==> src/rtl/rp_pkg.sv <==
package rp_pkg;
    localparam int DW         = 16;
    localparam int LANES      = DW / 8;
    localparam int KEEP_WORDS = 7;   // station address 0..2, hash 3..6
    localparam int IDX_MASK0  = 7;   // tx mask, rx mask follows
    localparam int IDX_STAT0  = 9;   // tx status, rx status follows
    localparam int NCH        = 2;
    localparam int S_CS       = 0;
    localparam int S_RD       = 1;
    localparam int S_WR       = 2;
    localparam int NSTRB      = 3;

    typedef logic [DW-1:0]    word_t;
    typedef logic [LANES-1:0] lane_t;
endpackage

==> src/rtl/rp_strobe_sync.sv <==
module rp_strobe_sync #(
    parameter int N = 3
) (
    input  logic         clk,
    input  logic         rst_n,
    input  logic [N-1:0] strb_n,
    output logic [N-1:0] act,
    output logic [N-1:0] done
);
    typedef struct packed {
        logic [N-1:0] s1;
        logic [N-1:0] s2;
        logic [N-1:0] s3;
    } sync_t;

    sync_t r_d, r_q;

    always_comb begin
        r_d.s1 = strb_n;
        r_d.s2 = r_q.s1;
        r_d.s3 = r_q.s2;
    end

    always_ff @(posedge clk or negedge rst_n) begin
        if (!rst_n) r_q <= '1;
        else        r_q <= r_d;
    end

    assign act  = ~r_q.s2;
    assign done = r_q.s2 & ~r_q.s3;

    AST_DONE_SINGLE: assert property (@(posedge clk) disable iff (!rst_n)
        (done != '0) |=> ((done & $past(done)) == '0));
endmodule

==> src/rtl/rp_keep_file.sv <==
module rp_keep_file
    import rp_pkg::*;
#(
    parameter int WORDS = KEEP_WORDS,
    parameter int IW    = 5
) (
    input  logic                   clk,
    input  logic                   rst_n,
    input  logic                   we,
    input  logic [IW-1:0]          widx,
    input  lane_t                  wlanes,
    input  word_t                  wdata,
    output word_t [WORDS-1:0]      words
);
    word_t [WORDS-1:0] mem_d, mem_q;

    always_comb begin
        mem_d = mem_q;
        for (int w = 0; w < WORDS; w++) begin
            for (int l = 0; l < LANES; l++) begin
                if (we && (widx == IW'(w)) && wlanes[l])
                    mem_d[w][l*8 +: 8] = wdata[l*8 +: 8];
            end
        end
    end

    // No reset: contents survive rst_n.
    always_ff @(posedge clk) begin
        mem_q <= mem_d;
    end

    assign words = mem_q;

    AST_KEEP_HOLD: assert property (@(posedge clk) disable iff (!rst_n)
        !we |=> $stable(mem_q));
endmodule

==> src/rtl/rp_event_reg.sv <==
module rp_event_reg
    import rp_pkg::*;
(
    input  logic  clk,
    input  logic  rst_n,
    input  logic  mask_we,
    input  lane_t wlanes,
    input  word_t wdata,
    input  lane_t clr_lanes,
    input  word_t evt,
    output word_t stat,
    output word_t mask,
    output logic  hit
);
    typedef struct packed {
        word_t mask;
        word_t stat;
    } ev_t;

    ev_t r_d, r_q;
    word_t clr_bits;

    always_comb begin
        r_d = r_q;
        for (int l = 0; l < LANES; l++) begin
            clr_bits[l*8 +: 8] = {8{clr_lanes[l]}};
            if (mask_we && wlanes[l])
                r_d.mask[l*8 +: 8] = wdata[l*8 +: 8];
        end
        r_d.stat = (r_q.stat & ~clr_bits) | evt;
    end

    always_ff @(posedge clk or negedge rst_n) begin
        if (!rst_n) r_q <= '0;
        else        r_q <= r_d;
    end

    assign stat = r_q.stat;
    assign mask = r_q.mask;
    assign hit  = |(r_q.stat & r_q.mask);

    AST_EVT_CAPTURE: assert property (@(posedge clk) disable iff (!rst_n)
        (evt != '0) |=> ((r_q.stat & $past(evt)) == $past(evt)));
    AST_CLR_LOW: assert property (@(posedge clk) disable iff (!rst_n)
        (clr_lanes[0] && (evt[7:0] == 8'h00)) |=> (r_q.stat[7:0] == 8'h00));
    AST_STAT_STICKY: assert property (@(posedge clk) disable iff (!rst_n)
        (clr_lanes == '0) |=> ((r_q.stat & $past(r_q.stat)) == $past(r_q.stat)));
endmodule

==> src/rtl/cfg_reg_port.sv <==
module cfg_reg_port
    import rp_pkg::*;
#(
    parameter int AW = 6
) (
    input  logic          clk,
    input  logic          rst_n,
    input  logic          cs_n,
    input  logic          rd_n,
    input  logic          wr_n,
    input  logic [AW-1:0] addr,
    input  logic          bus16,
    input  logic [LANES-1:0] be_n,
    input  logic [DW-1:0] dq_in,
    output logic [DW-1:0] dq_out,
    output logic          dq_oe,
    input  logic [DW-1:0] tx_evt,
    input  logic [DW-1:0] rx_evt,
    output logic          irq
);
    localparam int IW  = AW - 1;
    localparam int KIW = $clog2(KEEP_WORDS);

    logic [NSTRB-1:0] s_act, s_done;
    logic             wr_go, rd_go;
    logic [IW-1:0]    widx;
    lane_t            wlanes, rlanes;
    word_t            wdata, rword;
    word_t [KEEP_WORDS-1:0] keep;
    word_t            ch_evt  [NCH];
    word_t            ch_stat [NCH];
    word_t            ch_mask [NCH];
    logic [NCH-1:0]   ch_hit;

    rp_strobe_sync #(.N(NSTRB)) u_sync (
        .clk    (clk),
        .rst_n  (rst_n),
        .strb_n ({wr_n, rd_n, cs_n}),
        .act    (s_act),
        .done   (s_done)
    );

    assign wr_go = s_done[S_WR] & s_act[S_CS];
    assign rd_go = s_done[S_RD] & s_act[S_CS];

    // Address decode and byte-lane steering for both bus widths.
    always_comb begin
        if (bus16) begin
            widx   = addr[IW-1:0];
            wlanes = ~be_n;
            rlanes = '1;
            wdata  = dq_in;
        end else begin
            widx   = addr[AW-1:1];
            wlanes = lane_t'(1) << addr[0];
            rlanes = lane_t'(1) << addr[0];
            wdata  = {LANES{dq_in[7:0]}};
        end
    end

    rp_keep_file #(.WORDS(KEEP_WORDS), .IW(IW)) u_keep (
        .clk    (clk),
        .rst_n  (rst_n),
        .we     (wr_go && (widx < IW'(KEEP_WORDS))),
        .widx   (widx),
        .wlanes (wlanes),
        .wdata  (wdata),
        .words  (keep)
    );

    assign ch_evt[0] = tx_evt;
    assign ch_evt[1] = rx_evt;

    for (genvar c = 0; c < NCH; c++) begin : g_ch
        logic  mwe;
        lane_t clr;
        assign mwe = wr_go && (widx == IW'(IDX_MASK0 + c));
        assign clr = (rd_go && (widx == IW'(IDX_STAT0 + c))) ? rlanes : '0;

        rp_event_reg u_evt (
            .clk       (clk),
            .rst_n     (rst_n),
            .mask_we   (mwe),
            .wlanes    (wlanes),
            .wdata     (wdata),
            .clr_lanes (clr),
            .evt       (ch_evt[c]),
            .stat      (ch_stat[c]),
            .mask      (ch_mask[c]),
            .hit       (ch_hit[c])
        );
    end

    always_comb begin
        rword = '0;
        if (widx < IW'(KEEP_WORDS)) rword = keep[widx[KIW-1:0]];
        for (int c = 0; c < NCH; c++) begin
            if (widx == IW'(IDX_MASK0 + c)) rword = ch_mask[c];
            if (widx == IW'(IDX_STAT0 + c)) rword = ch_stat[c];
        end
    end

    assign dq_oe  = ~cs_n & ~rd_n;
    assign dq_out = !dq_oe ? '0 :
                    bus16  ? rword :
                             {{(DW-8){1'b0}}, (addr[0] ? rword[15:8] : rword[7:0])};
    assign irq    = |ch_hit;

    AST_IRQ_HOLD: assert property (@(posedge clk) disable iff (!rst_n)
        (irq && !rd_go && !wr_go) |=> irq);
    AST_NO_CS_NO_WRITE: assert property (@(posedge clk) disable iff (!rst_n)
        (s_done[S_WR] && !s_act[S_CS]) |=> ($stable(keep) && $stable(ch_mask[0]) && $stable(ch_mask[1])));
endmodule

==> config.mk <==
export PLATFORM = sky130hd
export DESIGN_NAME = cfg_reg_port
export DESIGN_NICKNAME = d
export VERILOG_FILES = /design/src/rtl/rp_pkg.sv /design/src/rtl/rp_strobe_sync.sv /design/src/rtl/rp_keep_file.sv /design/src/rtl/rp_event_reg.sv /design/src/rtl/cfg_reg_port.sv
export SDC_FILE = /design/constraint.sdc
export NUM_CORES = 1
export LEC_CHECK = 0
export BUFFER_PORTS_ARGS = -buffer_cell sky130_fd_sc_hd__buf_2
export CORE_MARGIN = 4
export CORE_UTILIZATION = 50
export CTS_BUF_LIST = sky130_fd_sc_hd__clkbuf_4
export DETAILED_ROUTE_END_ITERATION = 6
export GPL_TIMING_DRIVEN = 0
export PLACE_DENSITY_LB_ADDON = 0.15
export SYNTH_ARGS = -nofsm -noshare
export SYNTH_HDL_FRONTEND = slang
export SYNTH_SLANG_ARGS = --single-unit
==> constraint.sdc <==
create_clock -name clk -period 3.6 [get_ports clk]
set_input_delay 0.18 -clock clk [delete_from_list [all_inputs] [get_ports clk]]
set_output_delay 0.18 -clock clk [all_outputs]
set_load 0.02 [all_outputs]
==> results.json, run 1 <==
{
  "cts-root-buf": "clkbuf_4",
  "crit_type": "flop to flop",
  "setup_viol": 0,
  "crit_required_ns": 3.86,
  "cts_max_path_buffers": 2,
  "start_util_pct": 51.32,
  "track_usage_pct": 34.09,
  "clock_sinks": 184,
  "end_kind": "flop",
  "antenna_found_initial": 1,
  "clk_pin_slew_ns": 0.19,
  "grt_pass1_wl_um": 51080,
  "synth_top_area_share_pct": 36.11,
  "die_h_um": 144.5,
  "nets": 992,
  "vias_per_cell": 6.918,
  "ys_seq_area_share_pct": 55.57,
  "finClkSkew_ns": 0.01772,
  "crit_family": "simple AND/OR/NAND/NOR gates",
  "ys_warn_count": 0,
  "synthCells": 782,
  "design_area_um2": 10800,
  "slowest_delay_ns": 1.08,
  "syn-num-nets": 844,
  "vias": 8115,
  "crit_fanout": 9,
  "grt_pass1_vias": 7911,
  "drive_gt1_share_pct": 23.22,
  "grt_overflow": 0,
  "min_period_over_period_pct": 86.98,
  "cp_num_buf_inv": 0,
  "syn_area_um2": 9313,
  "syn_to_final_growth_pct": 15.99,
  "synth_edf_count": 112,
  "ir_drop_uv": 232.4,
  "io_pins": 80,
  "final_common_cell": "edfxtp_1",
  "dp.cells": 1088,
  "fin_cells": 1173,
  "synth_ff_type": "edfxtp_1",
  "drtIter0Drc": 1247,
  "synth_area_per_cell_um2": 11.91,
  "setup_slack_ns": 0.4688,
  "wl_per_cell_um": 29.86,
  "cts_setup_buffers": 0,
  "ys_ff_latch": 184,
  "crit_chain": "nor3b_1 > nand2_1 > a2111oi_0 > and2_1",
  "fmax_mhz": 319.4,
  "port-buffer-count": 76,
  "drv_slew": 0,
  "cap_violations": 0,
  "drt-total-wl_um": 35030,
  "dieArea_um2": 20870,
  "die_x_um": 144.5,
  "p_leak_nw": 4.047,
  "coreArea_um2": 18150,
  "synth_area_leader_cell": "edfxtp_1",
  "tns_ns": 0,
  "hpwl_um": 25490,
  "cts_resized": 0,
  "layout_common_cells": "edfxtp_1, buf_2, nor2_1",
  "drc": 0,
  "detail-route-antenna-nets": 0,
  "numCtsBuffers": 17,
  "rrSetupSlack_ns": 0.47,
  "start_kind": "flop",
  "power_density_nw_per_um2": 385.5,
  "insertion_delay_ns": 0.61,
  "status": "finished clean",
  "power.total_w": 0.004164,
  "slew_headroom_pct": 8.078,
  "hp-class": "primary input to async pin",
  "final.min_clock_period_ns": 3.131,
  "ys_top_cells_by_area": "edfxtp_1, dfrtp_1, mux2_2, mux2i_1, a21o_1",
  "tightestPinTransition_ns": 1.376,
  "tritoncts": "done",
  "place_ws_ns": 0.5405,
  "hold_violations": 0,
  "cts.htree.levels": 4,
  "grt_max_degree": 46,
  "first_pass_iters": 7,
  "dpl_cell_area_um2": 10000,
  "cp.arrival_ns": 3.40,
  "rows": 49,
  "synthArstFlopShare_pct": 39.13,
  "slowest_stage": "nor3b_1",
  "rsz0062_at_grt": "false",
  "place.gp.congestion": 1.067,
  "ys_types": 85,
  "cts_hold_buf": 52
}
cells in the mapped netlist (11+ instances only):
| cell type | n |
|---|---|
| buf_2 | 18 |
| o21ai_0 | 29 |
| nor3_1 | 11 |
| nor2_1 | 69 |
| mux2_2 | 29 |
| a221oi_1 | 21 |
| a21o_1 | 39 |
| dfrtp_1 | 64 |
| nand3_1 | 11 |
| buf_4 | 12 |
| a22oi_1 | 21 |
| o22ai_1 | 18 |
| buf_6 | 11 |
| inv_1 | 14 |
| nand2_1 | 32 |
| mux2i_1 | 30 |
| a21oi_1 | 51 |
| edfxtp_1 | 112 |
power by group:
group          internal, W  switching (W)  total [W]
Clock             0.000318       0.000849    0.00117
Combinational     0.000249       0.000415   0.000665
Sequential         0.00229      0.0000470    0.00233
Total              0.00285        0.00131    0.00416
logic make-up after synthesis:
group,Yosys count,synth area share (%)
buffers and inverters,70,4.461
flip-flops,184,55.57
AO/OA/AOI/OAI,274,21.58
multiplexers,64,7.887
AND/OR/NAND/NOR,190,10.51
worst paths after layout:
path,cells after the start,end,from
worst max-delay path,4,u_keep.words[54]$_DFFE_PP_,u_sync.r_d[2]$_DFF_PN1_
worst min-delay path,2,g_ch[0].u_evt.mask[2]$_DFFE_PN0P_,rst_n
worst max register to register,4,u_keep.words[54]$_DFFE_PP_,u_sync.r_d[2]$_DFF_PN1_
worst min register to register,0,u_sync.r_d[0]$_DFF_PN1_,u_sync.r_d[3]$_DFF_PN1_
max in group asynchronous,3,u_sync.r_d[4]$_DFF_PN1_,rst_n
min in group clk,2,u_sync.r_d[3]$_DFF_PN1_,cs_n
per-stage QoR:
step / hold slack, ns / utilization [%]
final: 0.08897 / 59.52
after global routing: 0.1352 / 59.52
after CTS: 0.09022 / 59.51
after detailed placement: 0.2345 / 55.10
after global placement: 0.2868 / 54.99
after floorplan: -0.1156 / -
per-layer routing:
metal	up-vias	track usage (%)	wire (um)
met4	0	16.99	1931
met2	638	54.38	16250
met3	132	7.176	3611
li1	3365	-	-
met5	-	0	0
met1	3980	44.32	13230
final cells by class:
cell class,count,area (um2)
Buffer,53,351.6
Sequential cell,184,5175
Clock buffer,17,127.6
Tap cell,229,286.5
Timing Repair Buffer,129,920.9
Clock inverter,15,151.4
Antenna cell,1,2.502
Inverter,17,63.81
Fill cell,1487,7346
Multi-Input combinational cell,528,3722
flip-flops by register name, summed over array words and instances (netlist names):
signal / count
u_sync.r_d: 6
u_keep.words: 112
u_sync.r_q: 2
g_ch.u_evt.mask: 32
g_ch.u_evt.stat: 32
No activity file was read; power rests on OpenSTA's default activity.
==> inputs of run 2 (changes only) <==
PLACE_DENSITY = 0.76   (was default)
PLACE_DENSITY_LB_ADDON = default   (was 0.15)
RECOVER_POWER = 50   (was default)
==> results.json, run 2 (synthesis results as in run 1) <==
{
  "tritoncts": "done",
  "rsz0062_at_grt": "false",
  "numCtsBuffers": 17,
  "status": "complete, but fails checks",
  "io_pins": 80,
  "largest_reg_flops": 112,
  "fillerInstances": 1485,
  "r2r-start": "u_sync.r_d[2]$_DFF_PN1_",
  "cp.arrival_ns": 3.21,
  "crit_fanout": 10,
  "layout_common_cells": "edfxtp_1, buf_2, nor2_1",
  "cts-root-buf": "clkbuf_4",
  "antenna_found_initial": 1,
  "ir_drop_uv": 257.0,
  "crit_start": "bus16",
  "crit_type": "primary input to output port",
  "start_kind": "primary input",
  "place.gp.congestion": 0.9811,
  "grt_pass1_vias": 7678,
  "cap_violations": 1,
  "syn_to_final_growth_pct": 15.02,
  "slowest_delay_ns": 0.59,
  "hpwl_um": 23710,
  "detail-route-antenna-nets": 0,
  "track_usage_pct": 32.08,
  "coreArea_um2": 18150,
  "cts.htree.levels": 4,
  "port-buffer-count": 76,
  "first_pass_iters": 5,
  "slowest_stage": "clkbuf_1",
  "grt_overflow": 0,
  "start_util_pct": 51.32,
  "crit_required_ns": 3.42,
  "insertion_delay_ns": 0.62,
  "dieArea_um2": 20870,
  "clock_sinks": 184,
  "tightestPinTransition_ns": 1.722,
  "drtIter0Drc": 1236,
  "nets": 983,
  "setup_viol": 0,
  "slew_headroom_pct": -14.79,
  "hp-start": "dq_in[14]",
  "fmax_mhz": 295.2,
  "cts_max_path_buffers": 2,
  "clk_pin_slew_ns": 0.15,
  "critPathMostFrequentCell": "buf_6",
  "drt-total-wl_um": 33010,
  "power_density_nw_per_um2": 397.3,
  "rows": 49,
  "hold_violations": 0,
  "drv_slew": 73,
  "final_common_cell": "edfxtp_1",
  "end_kind": "output port",
  "die_x_um": 144.5,
  "vias": 8014,
  "grt_pass1_wl_um": 48470,
  "tns_ns": 0,
  "crit_chain": "buf_6 > clkbuf_1 > buf_6 > buf_6 > buf_4 > buf_6 > clkbuf_1 > nand2_1 > nor3b_1 > buf_2",
  "drive_gt1_share_pct": 21.73,
  "drc": 0,
  "wl_per_cell_um": 28.34,
  "hp-class": "primary input to flop",
  "finClkSkew_ns": 0.01703,
  "dpl_cell_area_um2": 9982,
  "min_period_over_period_pct": 94.11,
  "vias_per_cell": 6.879,
  "grt_max_degree": 73,
  "final.min_clock_period_ns": 3.388,
  "die_h_um": 144.5,
  "violations": "max-capacitance violations, max-slew violations",
  "p_leak_nw": 3.994,
  "design_area_um2": 10710
}
-- run 2: worst paths after layout --
path | end | slack, ns | cells past startpoint
max in group asynchronous | g_ch[1].u_evt.mask[4]$_DFFE_PN0P_ | 2.04 | 2
min in group asynchronous | g_ch[0].u_evt.stat[11]$_DFF_PN0_ | 0.55 | 2
hold reg to reg | u_sync.r_d[2]$_DFF_PN1_ | 0.37 | 0
setup reg to reg | u_keep.words[55]$_DFFE_PP_ | 0.38 | 4
setup / recovery | dq_out[9] | 0.21 | 10
hold / removal | g_ch[1].u_evt.mask[14]$_DFFE_PN0P_ | 0.09 | 3
-- run 2: power by group --
part	switching, W	internal, W	total, W
logic	0.000411	0.000238	0.000649
registers	0.0000415	0.00229	0.00233
clock network	0.000776	0.000503	0.00128
total	0.00123	0.00303	0.00426
-- run 2: metal layers --
| layer | vias up | GRT usage (%) | share of wire [%] |
|---|---|---|---|
| li1 | 3344 | - | - |
| met1 | 3947 | 44.81 | 39 |
| met2 | 628 | 48.01 | 45 |
| met3 | 95 | 9.755 | 13 |
| met4 | 0 | 11.05 | 3.3 |
| met5 | - | 0 | 0 |
-- run 2: cell type report --
| class | instances | area [um2] | share of cell area (%) |
|---|---|---|---|
| flip-flops and latches | 184 | 5175 | 48.31 |
| multi-input cells | 528 | 3720 | 34.73 |
| repair buffers | 120 | 809.5 | 7.558 |
| plain buffers | 53 | 336.6 | 3.142 |
| well taps | 229 | 286.5 | 2.675 |
| clock inverters | 15 | 187.7 | 1.752 |
| clock buffers | 17 | 127.6 | 1.191 |
| inverters | 17 | 63.81 | 0.5957 |
| diodes | 2 | 5.005 | 0.04672 |
-- run 2: metrics by stage --
stage	hold slack (ns)	util [%]	power (W)	worst slack, ns	cells
floorplan	-0.1156	-	0.002702	1.254	782
global placement	0.2851	54.99	0.002950	0.5480	1087
detailed placement	0.2862	55.01	0.002958	0.5640	1087
CTS	0.06001	59.17	0.004232	0.5320	1163
global route	0.07693	59.01	0.004366	0.1627	1164
finish	0.08673	59.03	0.004256	0.2120	1165
-- run 2: repair_timing --
item,4_1_cts,5_1_grt
setup buffers,0,0
setup endpoints to repair,0,0
hold endpoints to repair,168,0
gates resized for setup,0,0
hold buffers,44,0
-- run 2: critical path, delay by kind of cell --
| kind | cells | cell delay (ns) |
|---|---|---|
| AND/OR/NAND/NOR | 2 | 0.81 |
| buffers and inverters | 8 | 2.21 |
==> inputs of run 3 (changes only) <==
clock period = 3.5 ns   (was 3.6 ns; I/O delays follow)
==> results.json, run 3 (synthesis results as in run 1) <==
{
  "status": "complete, but fails checks",
  "violations": "max-capacitance violations, max-slew violations",
  "grt_pass1_vias": 7678,
  "dieArea_um2": 20870,
  "drt-total-wl_um": 33110,
  "utilization_pct": 59.07,
  "min_period_over_period_pct": 93.60,
  "fmax_mhz": 305.3,
  "hold-path-endpoint": "g_ch[0].u_evt.mask[11]$_DFFE_PN0P_",
  "numCtsBuffers": 17,
  "hold_violations": 0,
  "largest_reg_flops": 112,
  "crit_required_ns": 3.32,
  "drive_gt1_share_pct": 21.84,
  "drv_slew": 73,
  "slowest_delay_ns": 0.82,
  "coreArea_um2": 18150,
  "final_common_cell": "edfxtp_1",
  "track_usage_pct": 32.08,
  "cts_max_path_buffers": 2,
  "internal_power_w": 0.003114,
  "crit_type": "primary input to output port",
  "die_x_um": 144.5,
  "place.gp.congestion": 0.9811,
  "tritoncts": "done",
  "cts.htree.levels": 4,
  "io_pins": 80,
  "drc": 0,
  "p_leak_nw": 3.999,
  "die_h_um": 144.5,
  "port-buffer-count": 76,
  "first_pass_iters": 5,
  "tns_ns": 0,
  "cts_resized": 0,
  "switching_share_pct": 28.99,
  "crit_fanout": 10,
  "place_ws_ns": 0.4740,
  "rr_endpoint": "u_keep.words[55]$_DFFE_PP_",
  "tightestPinTransition_ns": 1.744,
  "rows": 49,
  "final.min_clock_period_ns": 3.276,
  "rrSetupSlack_ns": 0.33,
  "detail-route-antenna-nets": 0,
  "slew_headroom_pct": -16.25,
  "cts_hold_buf": 44,
  "wl_per_cell_um": 28.42,
  "slowest_stage": "a221oi_1",
  "layout_common_cells": "edfxtp_1, buf_2, nor2_1",
  "grt_max_degree": 73,
  "start_kind": "primary input",
  "rsz0062_at_grt": "false",
  "power_density_nw_per_um2": 409.2,
  "syn_to_final_growth_pct": 15.10,
  "cts-root-buf": "clkbuf_4",
  "seqPwrFrac_pct": 54.6,
  "cts_setup_buffers": 0,
  "hp-class": "primary input to flop",
  "power.total_w": 0.004386,
  "combPwrFrac_pct": 15.3,
  "crit_chain": "buf_2 > clkbuf_1 > and3b_1 > a21oi_1 > o22ai_1 > a221oi_1 > nor3_1 > nor3_1 > buf_2",
  "setup_viol": 0,
  "ir_drop_uv": 266.2,
  "drtIter0Drc": 1232,
  "clk_pin_slew_ns": 0.14,
  "finClkSkew_ns": 0.01715,
  "end_kind": "output port",
  "grt_pass1_wl_um": 48470,
  "insertion_delay_ns": 0.61,
  "clkPwrFrac_pct": 30.1,
  "hp-start": "dq_in[11]",
  "nets": 983,
  "whs_path_depth": 3,
  "cap_violations": 1,
  "r2r-start": "u_sync.r_d[2]$_DFF_PN1_",
  "vias": 8054,
  "vias_per_cell": 6.913,
  "clock_sinks": 184,
  "cp.arrival_ns": 3.10,
  "antenna_found_initial": 1,
  "hpwl_um": 23710,
  "start_util_pct": 51.32,
  "net-switching-power_w": 0.001271,
  "reg2reg_depth": 4,
  "setup_slack_ns": 0.2242,
  "grt_overflow": 0
}
[run 3: power groups by stage]
| stage | Combinational, W | Sequential, W | Clock (W) |
|---|---|---|---|
| after CTS | 0.000647 | 0.00239 | 0.00132 |
| after floorplan | 0.000362 | 0.00242 | 0 |
| after global placement | 0.000600 | 0.00243 | 0 |
| after detailed placement | 0.000607 | 0.00244 | 0 |
| final | 0.000671 | 0.00239 | 0.00132 |
| after global routing | 0.000701 | 0.00240 | 0.00139 |
[run 3: worst max path at each step]
stage,to,cells past startpoint,startpoint
2_1_floorplan,dq_out[3],8,bus16
3_3_place_gp,u_keep.words[1]$_DFFE_PP_,3,u_sync.r_d[2]$_DFF_PN1_
3_5_place_dp,dq_out[6],10,addr[2]
4_1_cts,dq_out[6],10,addr[2]
5_1_grt,dq_out[1],10,addr[0]
6_report,dq_out[2],9,addr[0]
[run 3: critical path: cells and delay by family]
kind	cells	cell delay [ns]
and+or+nand+nor	3	0.70
AOI/OAI and AO/OA	3	1.54
buffers and inverters	3	0.66
[run 3: per-layer routing]
layer | share of wire [%] | track usage, %
met1 | 39 | 44.81
met5 | 0 | 0
met4 | 3.4 | 11.05
met2 | 45 | 48.01
met3 | 13 | 9.755
[run 3: final cells by class]
class	count	area, um2
Sequential cell	184	5175
Antenna cell	2	5.005
Timing Repair Buffer	120	809.5
Multi-Input combinational cell	528	3720
Tap cell	229	286.5
Inverter	17	63.81
Buffer	53	344.1
Fill cell	1483	7428
Clock inverter	15	187.7
Clock buffer	17	127.6
[run 3: stage by stage]
stage               hold WS, ns  area, um2  std cells
finish                   0.1027      10720       1165
CTS                     0.05501      10740       1163
floorplan               -0.1206       9313        782
global route            0.07193      10720       1164
detailed placement       0.2812       9982       1087
global placement         0.2801       9980       1087
